<file path="src/rtl/eid_pkg.sv">
`timescale 1ns/1ps
package eid_pkg;
    typedef enum logic [1:0] {
        FLG_IDLE  = 2'd0,
        FLG_HELD  = 2'd1,
        FLG_ARMED = 2'd2
    } flg_state_t;

    typedef enum logic {
        NMI_CLEAR   = 1'b0,
        NMI_PENDING = 1'b1
    } nmi_state_t;

    localparam logic ADDR_CTRL = 1'b0;
    localparam logic ADDR_STAT = 1'b1;
    localparam int unsigned CTRL_LVL_BIT  = 15;
    localparam int unsigned CTRL_EDGE_BIT = 8;
endpackage

</file>
<file path="src/rtl/eid_sync.sv">
`timescale 1ns/1ps
module eid_sync #(
    parameter int unsigned WIDTH  = 9,
    parameter int unsigned STAGES = 2
) (
    input  logic             clk,
    input  logic             rst_n,
    input  logic [WIDTH-1:0] pin_i,
    output logic [WIDTH-1:0] sync_o,
    output logic [WIDTH-1:0] prev_o
);
    logic [STAGES-1:0][WIDTH-1:0] stg_q;
    logic [WIDTH-1:0]             prev_q;

    always_ff @(posedge clk or negedge rst_n) begin
        if (!rst_n) begin
            stg_q  <= '1;
            prev_q <= '1;
        end else begin
            stg_q[0] <= pin_i;
            for (int s = 1; s < int'(STAGES); s++) begin
                stg_q[s] <= stg_q[s-1];
            end
            prev_q <= stg_q[STAGES-1];
        end
    end

    assign sync_o = stg_q[STAGES-1];
    assign prev_o = prev_q;
endmodule

</file>
<file path="src/rtl/eid_flag_fsm.sv">
`timescale 1ns/1ps
module eid_flag_fsm
    import eid_pkg::*;
(
    input  logic clk,
    input  logic rst_n,
    input  logic edge_mode,
    input  logic fall_evt,
    input  logic pin_low,
    input  logic rd_stat,
    input  logic wr_zero,
    input  logic stby_clr,
    output logic flag_o
);
    flg_state_t state_q, state_d;

    always_ff @(posedge clk or negedge rst_n) begin
        if (!rst_n) state_q <= FLG_IDLE;
        else        state_q <= state_d;
    end

    always_comb begin
        state_d = state_q;
        if (stby_clr || !edge_mode) begin
            state_d = FLG_IDLE;
        end else begin
            unique case (state_q)
                FLG_IDLE:  if (fall_evt) state_d = FLG_HELD;
                FLG_HELD:  if (rd_stat)  state_d = FLG_ARMED;
                FLG_ARMED: if (wr_zero)  state_d = fall_evt ? FLG_HELD : FLG_IDLE;
                default:   state_d = FLG_IDLE;
            endcase
        end
    end

    always_comb begin
        flag_o = edge_mode ? (state_q != FLG_IDLE) : pin_low;
    end

    // a held edge request survives every cycle without standby
    a_r7_held_survives: assert property (@(posedge clk) disable iff (!rst_n)
        (edge_mode && state_q == FLG_HELD && !stby_clr) |=> (!edge_mode || flag_o));

    // a new edge coinciding with the clearing write wins and disarms
    a_r9_edge_beats_clear: assert property (@(posedge clk) disable iff (!rst_n)
        (edge_mode && state_q == FLG_ARMED && wr_zero && fall_evt && !stby_clr)
        |=> (state_q == FLG_HELD));
endmodule

</file>
<file path="src/rtl/eid_nmi_fsm.sv">
`timescale 1ns/1ps
module eid_nmi_fsm
    import eid_pkg::*;
(
    input  logic clk,
    input  logic rst_n,
    input  logic rise_sel,
    input  logic lvl,
    input  logic lvl_prev,
    input  logic ack,
    output logic pend_o
);
    nmi_state_t state_q, state_d;
    logic       edge_hit;

    assign edge_hit = rise_sel ? (lvl & ~lvl_prev) : (~lvl & lvl_prev);

    always_ff @(posedge clk or negedge rst_n) begin
        if (!rst_n) state_q <= NMI_CLEAR;
        else        state_q <= state_d;
    end

    always_comb begin
        state_d = state_q;
        unique case (state_q)
            NMI_CLEAR:   if (edge_hit)         state_d = NMI_PENDING;
            NMI_PENDING: if (ack && !edge_hit) state_d = NMI_CLEAR;
            default:     state_d = NMI_CLEAR;
        endcase
    end

    always_comb begin
        pend_o = (state_q == NMI_PENDING);
    end

    // pending holds until acknowledge
    a_r11_hold_until_ack: assert property (@(posedge clk) disable iff (!rst_n)
        (pend_o && !ack) |=> pend_o);

    // a detected edge always leaves a pending request
    a_r11_edge_sets: assert property (@(posedge clk) disable iff (!rst_n)
        edge_hit |=> pend_o);
endmodule

</file>
<file path="src/rtl/ext_irq_detect.sv">
`timescale 1ns/1ps
module ext_irq_detect
    import eid_pkg::*;
#(
    parameter int unsigned N_IRQ       = 8,
    parameter int unsigned SYNC_STAGES = 2,
    parameter int unsigned REG_W       = 16
) (
    input  logic             clk,
    input  logic             rst_n,
    input  logic             stby_clr,
    input  logic             nmi_pin,
    input  logic [N_IRQ-1:0] irq_pin,
    input  logic             reg_addr,
    input  logic             reg_rd,
    input  logic             reg_wr,
    input  logic [REG_W-1:0] reg_wdata,
    output logic [REG_W-1:0] reg_rdata,
    input  logic             nmi_ack,
    output logic             nmi_pend,
    output logic [N_IRQ-1:0] irq_req
);
    localparam int unsigned PIN_W    = N_IRQ + 1;
    localparam int unsigned STAT_TOP = N_IRQ - 1;

    logic [PIN_W-1:0] pin_sync, pin_prev;
    logic             esel_q;
    logic [N_IRQ-1:0] mode_q;
    logic             ctrl_wr, stat_wr, stat_rd;
    logic             unused_wdata;

    assign ctrl_wr      = reg_wr && (reg_addr == ADDR_CTRL);
    assign stat_wr      = reg_wr && (reg_addr == ADDR_STAT);
    assign stat_rd      = reg_rd && (reg_addr == ADDR_STAT);
    assign unused_wdata = ^reg_wdata[REG_W-1:CTRL_EDGE_BIT+1];

    eid_sync #(.WIDTH(PIN_W), .STAGES(SYNC_STAGES)) u_sync (
        .clk    (clk),
        .rst_n  (rst_n),
        .pin_i  ({nmi_pin, irq_pin}),
        .sync_o (pin_sync),
        .prev_o (pin_prev)
    );

    always_ff @(posedge clk or negedge rst_n) begin
        if (!rst_n) begin
            esel_q <= 1'b0;
            mode_q <= '0;
        end else if (ctrl_wr) begin
            esel_q <= reg_wdata[CTRL_EDGE_BIT];
            for (int i = 0; i < int'(N_IRQ); i++) begin
                mode_q[i] <= reg_wdata[STAT_TOP-i];
            end
        end
    end

    generate
        for (genvar g = 0; g < int'(N_IRQ); g++) begin : g_irq
            logic fall_evt, wr_zero;
            assign fall_evt = pin_prev[g] & ~pin_sync[g];
            assign wr_zero  = stat_wr & ~reg_wdata[STAT_TOP-g];
            eid_flag_fsm u_flag (
                .clk       (clk),
                .rst_n     (rst_n),
                .edge_mode (mode_q[g]),
                .fall_evt  (fall_evt),
                .pin_low   (~pin_sync[g]),
                .rd_stat   (stat_rd),
                .wr_zero   (wr_zero),
                .stby_clr  (stby_clr),
                .flag_o    (irq_req[g])
            );
        end
    endgenerate

    eid_nmi_fsm u_nmi (
        .clk      (clk),
        .rst_n    (rst_n),
        .rise_sel (esel_q),
        .lvl      (pin_sync[N_IRQ]),
        .lvl_prev (pin_prev[N_IRQ]),
        .ack      (nmi_ack),
        .pend_o   (nmi_pend)
    );

    always_comb begin
        reg_rdata = '0;
        if (reg_addr == ADDR_CTRL) begin
            reg_rdata[CTRL_LVL_BIT]  = pin_sync[N_IRQ];
            reg_rdata[CTRL_EDGE_BIT] = esel_q;
            for (int i = 0; i < int'(N_IRQ); i++) reg_rdata[STAT_TOP-i] = mode_q[i];
        end else begin
            for (int i = 0; i < int'(N_IRQ); i++) reg_rdata[STAT_TOP-i] = irq_req[i];
        end
    end

    // reserved control field reads zero
    a_r3_ctrl_reserved_zero: assert property (@(posedge clk) disable iff (!rst_n)
        (reg_addr == ADDR_CTRL) |-> (reg_rdata[CTRL_LVL_BIT-1:CTRL_EDGE_BIT+1] == '0));

    // upper status byte reads zero
    a_r5_stat_reserved_zero: assert property (@(posedge clk) disable iff (!rst_n)
        (reg_addr == ADDR_STAT) |-> (reg_rdata[REG_W-1:N_IRQ] == '0));

    // standby empties every edge-mode flag
    a_r12_standby_clears: assert property (@(posedge clk) disable iff (!rst_n)
        stby_clr |=> ((irq_req & mode_q) == '0));
endmodule

</file>
<file path="config.mk">
export PLATFORM = sky130hd
export DESIGN_NAME = ext_irq_detect
export DESIGN_NICKNAME = d
export VERILOG_FILES = /design/src/rtl/eid_pkg.sv /design/src/rtl/eid_sync.sv /design/src/rtl/eid_flag_fsm.sv /design/src/rtl/eid_nmi_fsm.sv /design/src/rtl/ext_irq_detect.sv
export SDC_FILE = /design/constraint.sdc
export NUM_CORES = 1
export LEC_CHECK = 0
export ABC_AREA = 1
export BUFFER_PORTS_ARGS = -buffer_cell sky130_fd_sc_hd__buf_2
export CORE_UTILIZATION = 55
export CTS_BUF_LIST = sky130_fd_sc_hd__clkbuf_16
export CTS_CLUSTER_DIAMETER = 120
export DETAILED_ROUTE_END_ITERATION = 12
export PLACE_DENSITY = 0.8
export RECOVER_POWER = 100
export SLEW_MARGIN = 0
export SYNTH_ARGS = -nofsm -noshare
export SYNTH_HDL_FRONTEND = slang
export SYNTH_HIERARCHICAL = 1
export SYNTH_SLANG_ARGS = --single-unit
</file>
<file path="constraint.sdc">
create_clock -name clk -period 1.16 [get_ports clk]
set_input_delay 0.116 -clock clk [delete_from_list [all_inputs] [get_ports clk]]
set_output_delay 0.116 -clock clk [all_outputs]
set_load 0.05 [all_outputs]
</file>
==> results of run 1 <==
==> cell usage after synthesis <==
master    count  area share, %
nand2_4       1           0.39
nor2_2        8            1.8
buf_6         1           0.39
nand3_2       2           0.70
dfrtp_1      26             23
nand2_1      93             12
nor2_1       50            6.6
conb_1        1           0.13
inv_1        63            8.3
o21ai_0       8            1.4
nor2_4        8            3.2
buf_2         1           0.17
nand3b_1      8            2.1
buf_4        16            4.2
inv_2         1           0.13
nand2_2      16            3.5
dfstp_2      27             25
nand3_1      42            7.4
==> through the flow <==
| step | TNS, ns | total power, uW | hold WS (ns) |
|---|---|---|---|
| 2_1_floorplan | -0.458 | 3120 | -0.180 |
| 3_3_place_gp | -0.700 | 3400 | 0.125 |
| 3_5_place_dp | -0.982 | 3430 | 0.130 |
| 4_1_cts | -2.90 | 5050 | 0.0626 |
| 5_1_grt | -5.14 | 5440 | 0.0860 |
| 6_report | -3.47 | 5220 | 0.0799 |
==> layout make-up <==
cell class / count / area (um2) / share of cell area, %
Tap cell: 67 / 83.8 / 2.03
Clock inverter: 3 / 12.5 / 0.303
Multi-Input combinational cell: 242 / 1500 / 36.4
Timing Repair Buffer: 94 / 807 / 19.5
Clock buffer: 5 / 125 / 3.03
Sequential cell: 53 / 1360 / 32.9
Inverter: 64 / 240 / 5.82
==> power by group through the flow <==
stage                     Sequential, uW  Clock (uW)  Combinational [uW]
after CTS                           2110        1440                1500
final                               2120        1410                1690
after global placement              2130           0                1260
after detailed placement            2140           0                1290
after floorplan                     2140           0                 988
after global routing                2130        1500                1810
==> worst paths after layout <==
check	start	to	slack, ns
min in group asynchronous	rst_n	g_irq[6].u_flag/state_q[1]	0.54
max in group asynchronous	rst_n	g_irq[7].u_flag/state_q[0]	0.14
hold / removal	reg_wdata[6]	mode_q[1]	0.08
hold reg to reg	u_sync/stg_q[6]	u_sync/sync_o[6]	0.36
setup reg to reg	u_sync/sync_o[6]	g_irq[6].u_flag/state_q[1]	-0.10
setup / recovery	u_sync/sync_o[5]	reg_rdata[2]	-0.25
==> cells by family after synthesis <==
| group | count (synthesis) |
|---|---|
| other | 1 |
| buffers and inverters | 82 |
| DFF | 53 |
| AOI/OAI and AO/OA | 8 |
| and+or+nand+nor | 228 |
==> per-layer routing <==
metal | share of wire [%] | wire (um)
met1 | 38 | 2840
met5 | 0 | 0
met3 | 5.8 | 438
met4 | 3.6 | 272
met2 | 53 | 3960
==> state kept, by name (all words and copies together), names as in the netlist <==
name                  flops
u_nmi/pend_o              1
u_sync/sync_o             9
u_sync/prev_o             9
mode_q                    8
u_sync/stg_q              9
esel_q                    1
g_irq.u_flag/state_q     16
==> worst register-to-register path: stages, from the launching register on <==
cell	delay, ns
dfstp_2	0.54
buf_4	0.11
buf_6	0.08
nor2_2	0.04
inv_1	0.05
nand2_1	0.06
nand2_2	0.09
nand2_2	0.07
nand3_2	0.06
nand2_1	0.06
==> repair_timing <==
action	in CTS	in global routing
pin swaps	21	36
cloned	0	0
hold endpoints to repair	35	0
resized for setup	60	61
buffers inserted	8	13
hold buffers	10	0
setup endpoints to repair	19	34
==> cells in the final DEF, fill, tap and decap left out, drive strengths merged <==
master / count
buf: 83
clkbuf: 6
clkinv: 3
conb: 6
dfrtp: 26
dfstp: 27
dlygate4sd3: 10
inv: 64
nand2: 110
nand3: 44
nand3b: 8
nor2: 66
o21ai: 8
==> summary.txt, run 1 <==
Outcome: finished with violations
Failing checks: setup timing
Reg power frac: 40.6%
Most used routing layer: met2
Crit path cell chain: inv_2 > nand2_2 > o21ai_4 > nand2_2 > nand2_4 > buf_8
Cell Area, Synth: 0.00286 mm2
WP buf/inv: 2
Synth Area in Adders: 0%
# fillers: 252
Die area: 0.00549 mm2
Worst Path Required: 1.04 ns
Drt wl/cell: 14.2 um
Pre-antenna DRT Iters: 4
Vias in the first global route: 2378
Worst Setup End Kind: output port
Post-synthesis sequential area ratio: 47.6%
PortBufs: 43
DRT iter0 DRCs: 209
Clk network pwr share: 27.1%
Dpl ws: -0.0790 ns
Most used cell, CP: nand2_2
GRT overflow: 0
Root buffer cell: clkbuf_16
NetSw: 1780 uW
Vias: 2667
Via density per instance: 5.05
Final nets: 492
Internal Power: 3440 uW
Logic pwr share: 32.4%
FF-to-FF path depth: 9
Antenna-violating nets left: 0
Worst Path Arrival: 1.29 ns
Clk buf depth: 2
Min cycle time layout: 1.41 ns
Total track usage: 25.3%
Met3 Use GR: 5.28%
Clk_lat worst skew: 0.29 ns
DP HPWL: 3950 um
Final worst slack: -0.251 ns
Distinct cells, synth: 18
Std cell rows: 25
DP Cell Count: 490
Final WL: 7510 um
Die span in y: 74.1 um
CTS tree: yes
P_leak: 0.00205 uW
Synth Warn #: 6
Clock skew: 0.00294 ns
H-tree depth reported by CTS: 2
Initial core utilization: 59.0%
Post-synthesis compound-gate area fraction: 1.40%
Reg clk slew, reported paths: 0.06 ns
Post-Syn Area per Cell: 7.69 um2
WS Path Type: reg2out
Core Util, Final: 85.2%
RSZ-0062 raised after global routing: true
DIE WIDTH: 74.1 um
Worst Path Max Fanout: 2
Maximum vdd drop: 0.817 mV
CP Launch Type: flop
Final setup viols: 30
Worst Hold Class: in2reg
Power Density: 1260 mW/mm2
Part of the cycle the worst path needs: 122%
Cell Area, Placed: 0.00339 mm2
Top delay family on crit path: flip-flops
Final hold vios: 0
Antenna violations before repair: 0
Hold depth: 3
CP max-delay cell: dfstp_2
Xor/xnor share of the synthesized area: 0%
Non-Filler Instances: 528
Worst-Margin Slew: 0.722 ns
TritonCTS Buffers: 5
Synth Area in Simple Gates: 37.7%
Cell area after layout: 0.00413 mm2
Max Clk Rate: 709 MHz
# clock sinks: 53
Syn-to-layout area delta: 44.5%
Routability cong.: 0.896
Io pins: 57
Worst slew margin: 51.9%
Met2 Use GR: 43.8%
Largest stage delay, worst path: 0.55 ns
Largest family of logic cells by synthesized area: simple AND/OR/NAND/NOR gates
Pins over their slew limit: 0
Yosys reg bits: 53
First-pass GRT wire length: 10300 um
Max-cap violations: 0
Gate Count Post-Synth: 372
Ratio of cells with drive above 1 in the final layout: 52.3%
GRT met1 Usage: 30.9%
Crit. path cell count: 6
N_diodes: 0
CORE AREA: 0.00485 mm2
DRC viols: 0
Switching share of total power: 34.2%
Multiplexer share of the synthesized area: 0%
Largest net degree at the start of global routing: 54
Note: power is estimated with default switching activity, not from simulation.
==> run 2, diff against run 1 <==
--- a/config.mk
+++ b/config.mk
@@ -6,12 +6,12 @@
 export NUM_CORES = 1
 export LEC_CHECK = 0
 export ABC_AREA = 1
-export BUFFER_PORTS_ARGS = -buffer_cell sky130_fd_sc_hd__buf_2
-export CORE_UTILIZATION = 55
+export CORE_UTILIZATION = 63
 export CTS_BUF_LIST = sky130_fd_sc_hd__clkbuf_16
 export CTS_CLUSTER_DIAMETER = 120
 export DETAILED_ROUTE_END_ITERATION = 12
-export PLACE_DENSITY = 0.8
+export DONT_BUFFER_PORTS = 1
+export PLACE_DENSITY = 0.79
 export RECOVER_POWER = 100
 export SLEW_MARGIN = 0
 export SYNTH_ARGS = -nofsm -noshare
==> run 2 against run 1 <==
  * The flow finishes with violations (hold timing, setup timing)
  * Setup slack better by 0.042 ns
  * Combinational power down 15%
  * Largest power group unchanged
  * Hold slack worse by 0.57 ns
  * Flip-flop and latch count unchanged
  * Sequential share of layout area up 2.8 points
  * Largest cell class unchanged
  * Critical endpoint is now reg_rdata[0]
  * Clock skew up 0.0034 ns
  * Global-route usage up 1.6 points
==> summary.txt, run 2 (same netlist as run 1, synthesis figures left out) <==
Max reg flops: 16 (unchanged)
Largest stage delay, worst path: 0.41 ns (-0.14 ns)
Drt wl/cell: 16.0 um (+13%)
Ratio of cells with drive above 1 in the final layout: 44.3% (-7.9 points)
TritonCTS Buffers: 5 (unchanged)
Worst Setup End Kind: output port
Cell area after layout: 0.00381 mm2 (-7.7%)
Core Util, Final: 87.6% (+2.4 points)
Commonest non-fill, non-tap cell in the layout: nand2_1
Part of the cycle the worst path needs: 118% (-3.6 points)
Pins over their slew limit: 0 (unchanged)
R2R Setup Slk: -0.12 ns (-0.02 ns)
Final WL: 7630 um (+1.7%)
GRT overflow: 0 (unchanged)
Power Density: 1310 mW/mm2 (+3.7%)
Worst Path Max Fanout: 3 (+1)
Total track usage: 26.9% (+1.6 points)
Final worst slack: -0.209 ns (+0.0418 ns)
DRC viols: 0 (unchanged)
Via density per instance: 5.43 (+7.6%)
Syn-to-layout area delta: 33.3%
CTS tree: yes
CP max-delay cell: dfrtp_1
Final setup viols: 24 (-20%)
Pre-antenna DRT Iters: 4 (unchanged)
Worst Path Arrival: 1.25 ns (-0.04 ns)
Worst Path Required: 1.04 ns (about the same)
Die span in y: 69.4 um (-6.4%)
N_diodes: 0 (unchanged)
WS Path Type: reg2out
DRT iter0 DRCs: 199 (-4.8%)
First-pass GRT wire length: 10300 um (+0.26%)
Clk_lat worst skew: 0.29 ns (about the same)
DIE WIDTH: 69.4 um (-6.4%)
# clock sinks: 53 (unchanged)
Crit path cell chain: nor2_2 > o21ai_4 > nand2_2 > nand2_4
Routability cong.: 0.815 (-9.0%)
Die area: 0.00481 mm2 (-12%)
Antenna-violating nets left: 0 (unchanged)
DP HPWL: 3590 um (-9.1%)
Reg clk slew, reported paths: 0.07 ns (about the same)
RSZ-0062 raised after global routing: true
CORE AREA: 0.00435 mm2 (-10%)
Multi-input logic area: 0.00147 mm2 (-2.4%)
Vias in the first global route: 2376 (-0.084%)
Largest net degree at the start of global routing: 54 (unchanged)
Std cell rows: 24 (-4.0%)
Cts hold-fix bufs: 19 (+9)
Worst Hold Class: in2async
Register area: 0.00136 mm2 (about the same)
Final hold vios: 53 (+53)
Clock skew: 0.00633 ns (+0.00339 ns)
Maximum vdd drop: 1.13 mV (+38%)
Failing checks: hold timing, setup timing
Cell Area, Placed: 0.00307 mm2 (-9.5%)
Clk buf depth: 2 (unchanged)
Final nets: 455 (-7.5%)
Vias: 2586 (-3.0%)
H-tree depth reported by CTS: 2 (unchanged)
Initial core utilization: 65.7% (+6.7 points)
Antenna violations before repair: 0 (unchanged)
Io pins: 57 (unchanged)
Max-cap violations: 0 (unchanged)
PortBufs: 0 (-100%)
Min cycle time layout: 1.37 ns (-0.0418 ns)
Root buffer cell: clkbuf_16
# fillers: 212 (-16%)
Commonest non-fill, non-tap cells in the layout: nand2_1, inv_1, nor2_1
Biggest register: g_irq.u_flag/state_q
CP Launch Type: flop
Fin Hold WS: -0.490 ns (-0.570 ns)
Outcome: finished with violations
P_leak: 0.00186 uW (-9.3%)
Max Clk Rate: 731 MHz (+3.1%)
## run 2: changes by cell type in the layout (fill, tap and decap cells not counted), moves of 2 or more
cell and delta:
buf_8 -9, nor2_4 -5, nand2_2 -2, nand3_1 +3, nor2_2 +5, dlygate4sd3_1 +9
buf_2 -25, inv_1 +3, nand3_2 -3, inv_2 -3, buf_4 -10, nand2_1 +2
## run 2: final timing paths
check | to | start | depth (start not counted)
worst max-delay path | reg_rdata[0] | g_irq[7].u_flag/state_q[0] | 4
worst min-delay path | u_nmi/pend_o | rst_n | 0
worst max register to register | g_irq[1].u_flag/state_q[0] | u_sync/prev_o[1] | 8
worst min register to register | u_sync/sync_o[8] | u_sync/stg_q[8] | 0
max in group asynchronous | u_sync/stg_q[6] | rst_n | 0
min in group clk | g_irq[3].u_flag/state_q[1] | stby_clr | 3
## run 2: metrics by stage
| stage | total power, uW | setup TNS, ns | setup slack (ns) | instances | hold WS, ns |
|---|---|---|---|---|---|
| after floorplan | 3120 | -0.458 | -0.0573 | 377 | -0.180 |
| after detailed placement | 3240 | 0 | 0.0514 | 422 | -0.178 |
| after global routing | 5170 | -4.26 | -0.243 | 476 | -0.500 |
| final | 5000 | -3.05 | -0.209 | 476 | -0.490 |
| after CTS | 4810 | -2.17 | -0.158 | 472 | -0.484 |
| after global placement | 3220 | 0 | 0.0881 | 422 | -0.178 |
## run 2: cell type report
class / instances / area share, %
Clock buffer: 5 / 3.28
Multi-Input combinational cell: 242 / 38.4
Sequential cell: 53 / 35.7
Inverter: 64 / 6.30
Tap cell: 52 / 1.71
Timing Repair Buffer: 57 / 14.2
Clock inverter: 3 / 0.328
## run 2: metal layers
metal | track usage (%) | wire length [um]
met1 | 32.8 | 2900
met2 | 46.8 | 3850
met3 | 6.25 | 558
met4 | 9.07 | 326
met5 | 0 | 0
## run 2: critical path, delay by kind of cell, from the launching register on
family           cells  cell delay [ns]
flip-flops           1             0.41
AND/OR/NAND/NOR      3             0.45
AO/OA/AOI/OAI        1             0.11
## run 2: where the power goes
part,internal (uW),switching (uW)
clock,783,660
combinational,483,956
sequential,2010,103
total,3280,1720
## run 2: repair_timing
action	CTS	global route
endpoints found under the setup margin	18	34
hold endpoints to repair	71	53
resized for setup	22	49
gates cloned	0	0
buffers inserted	23	5
pin swaps	21	33
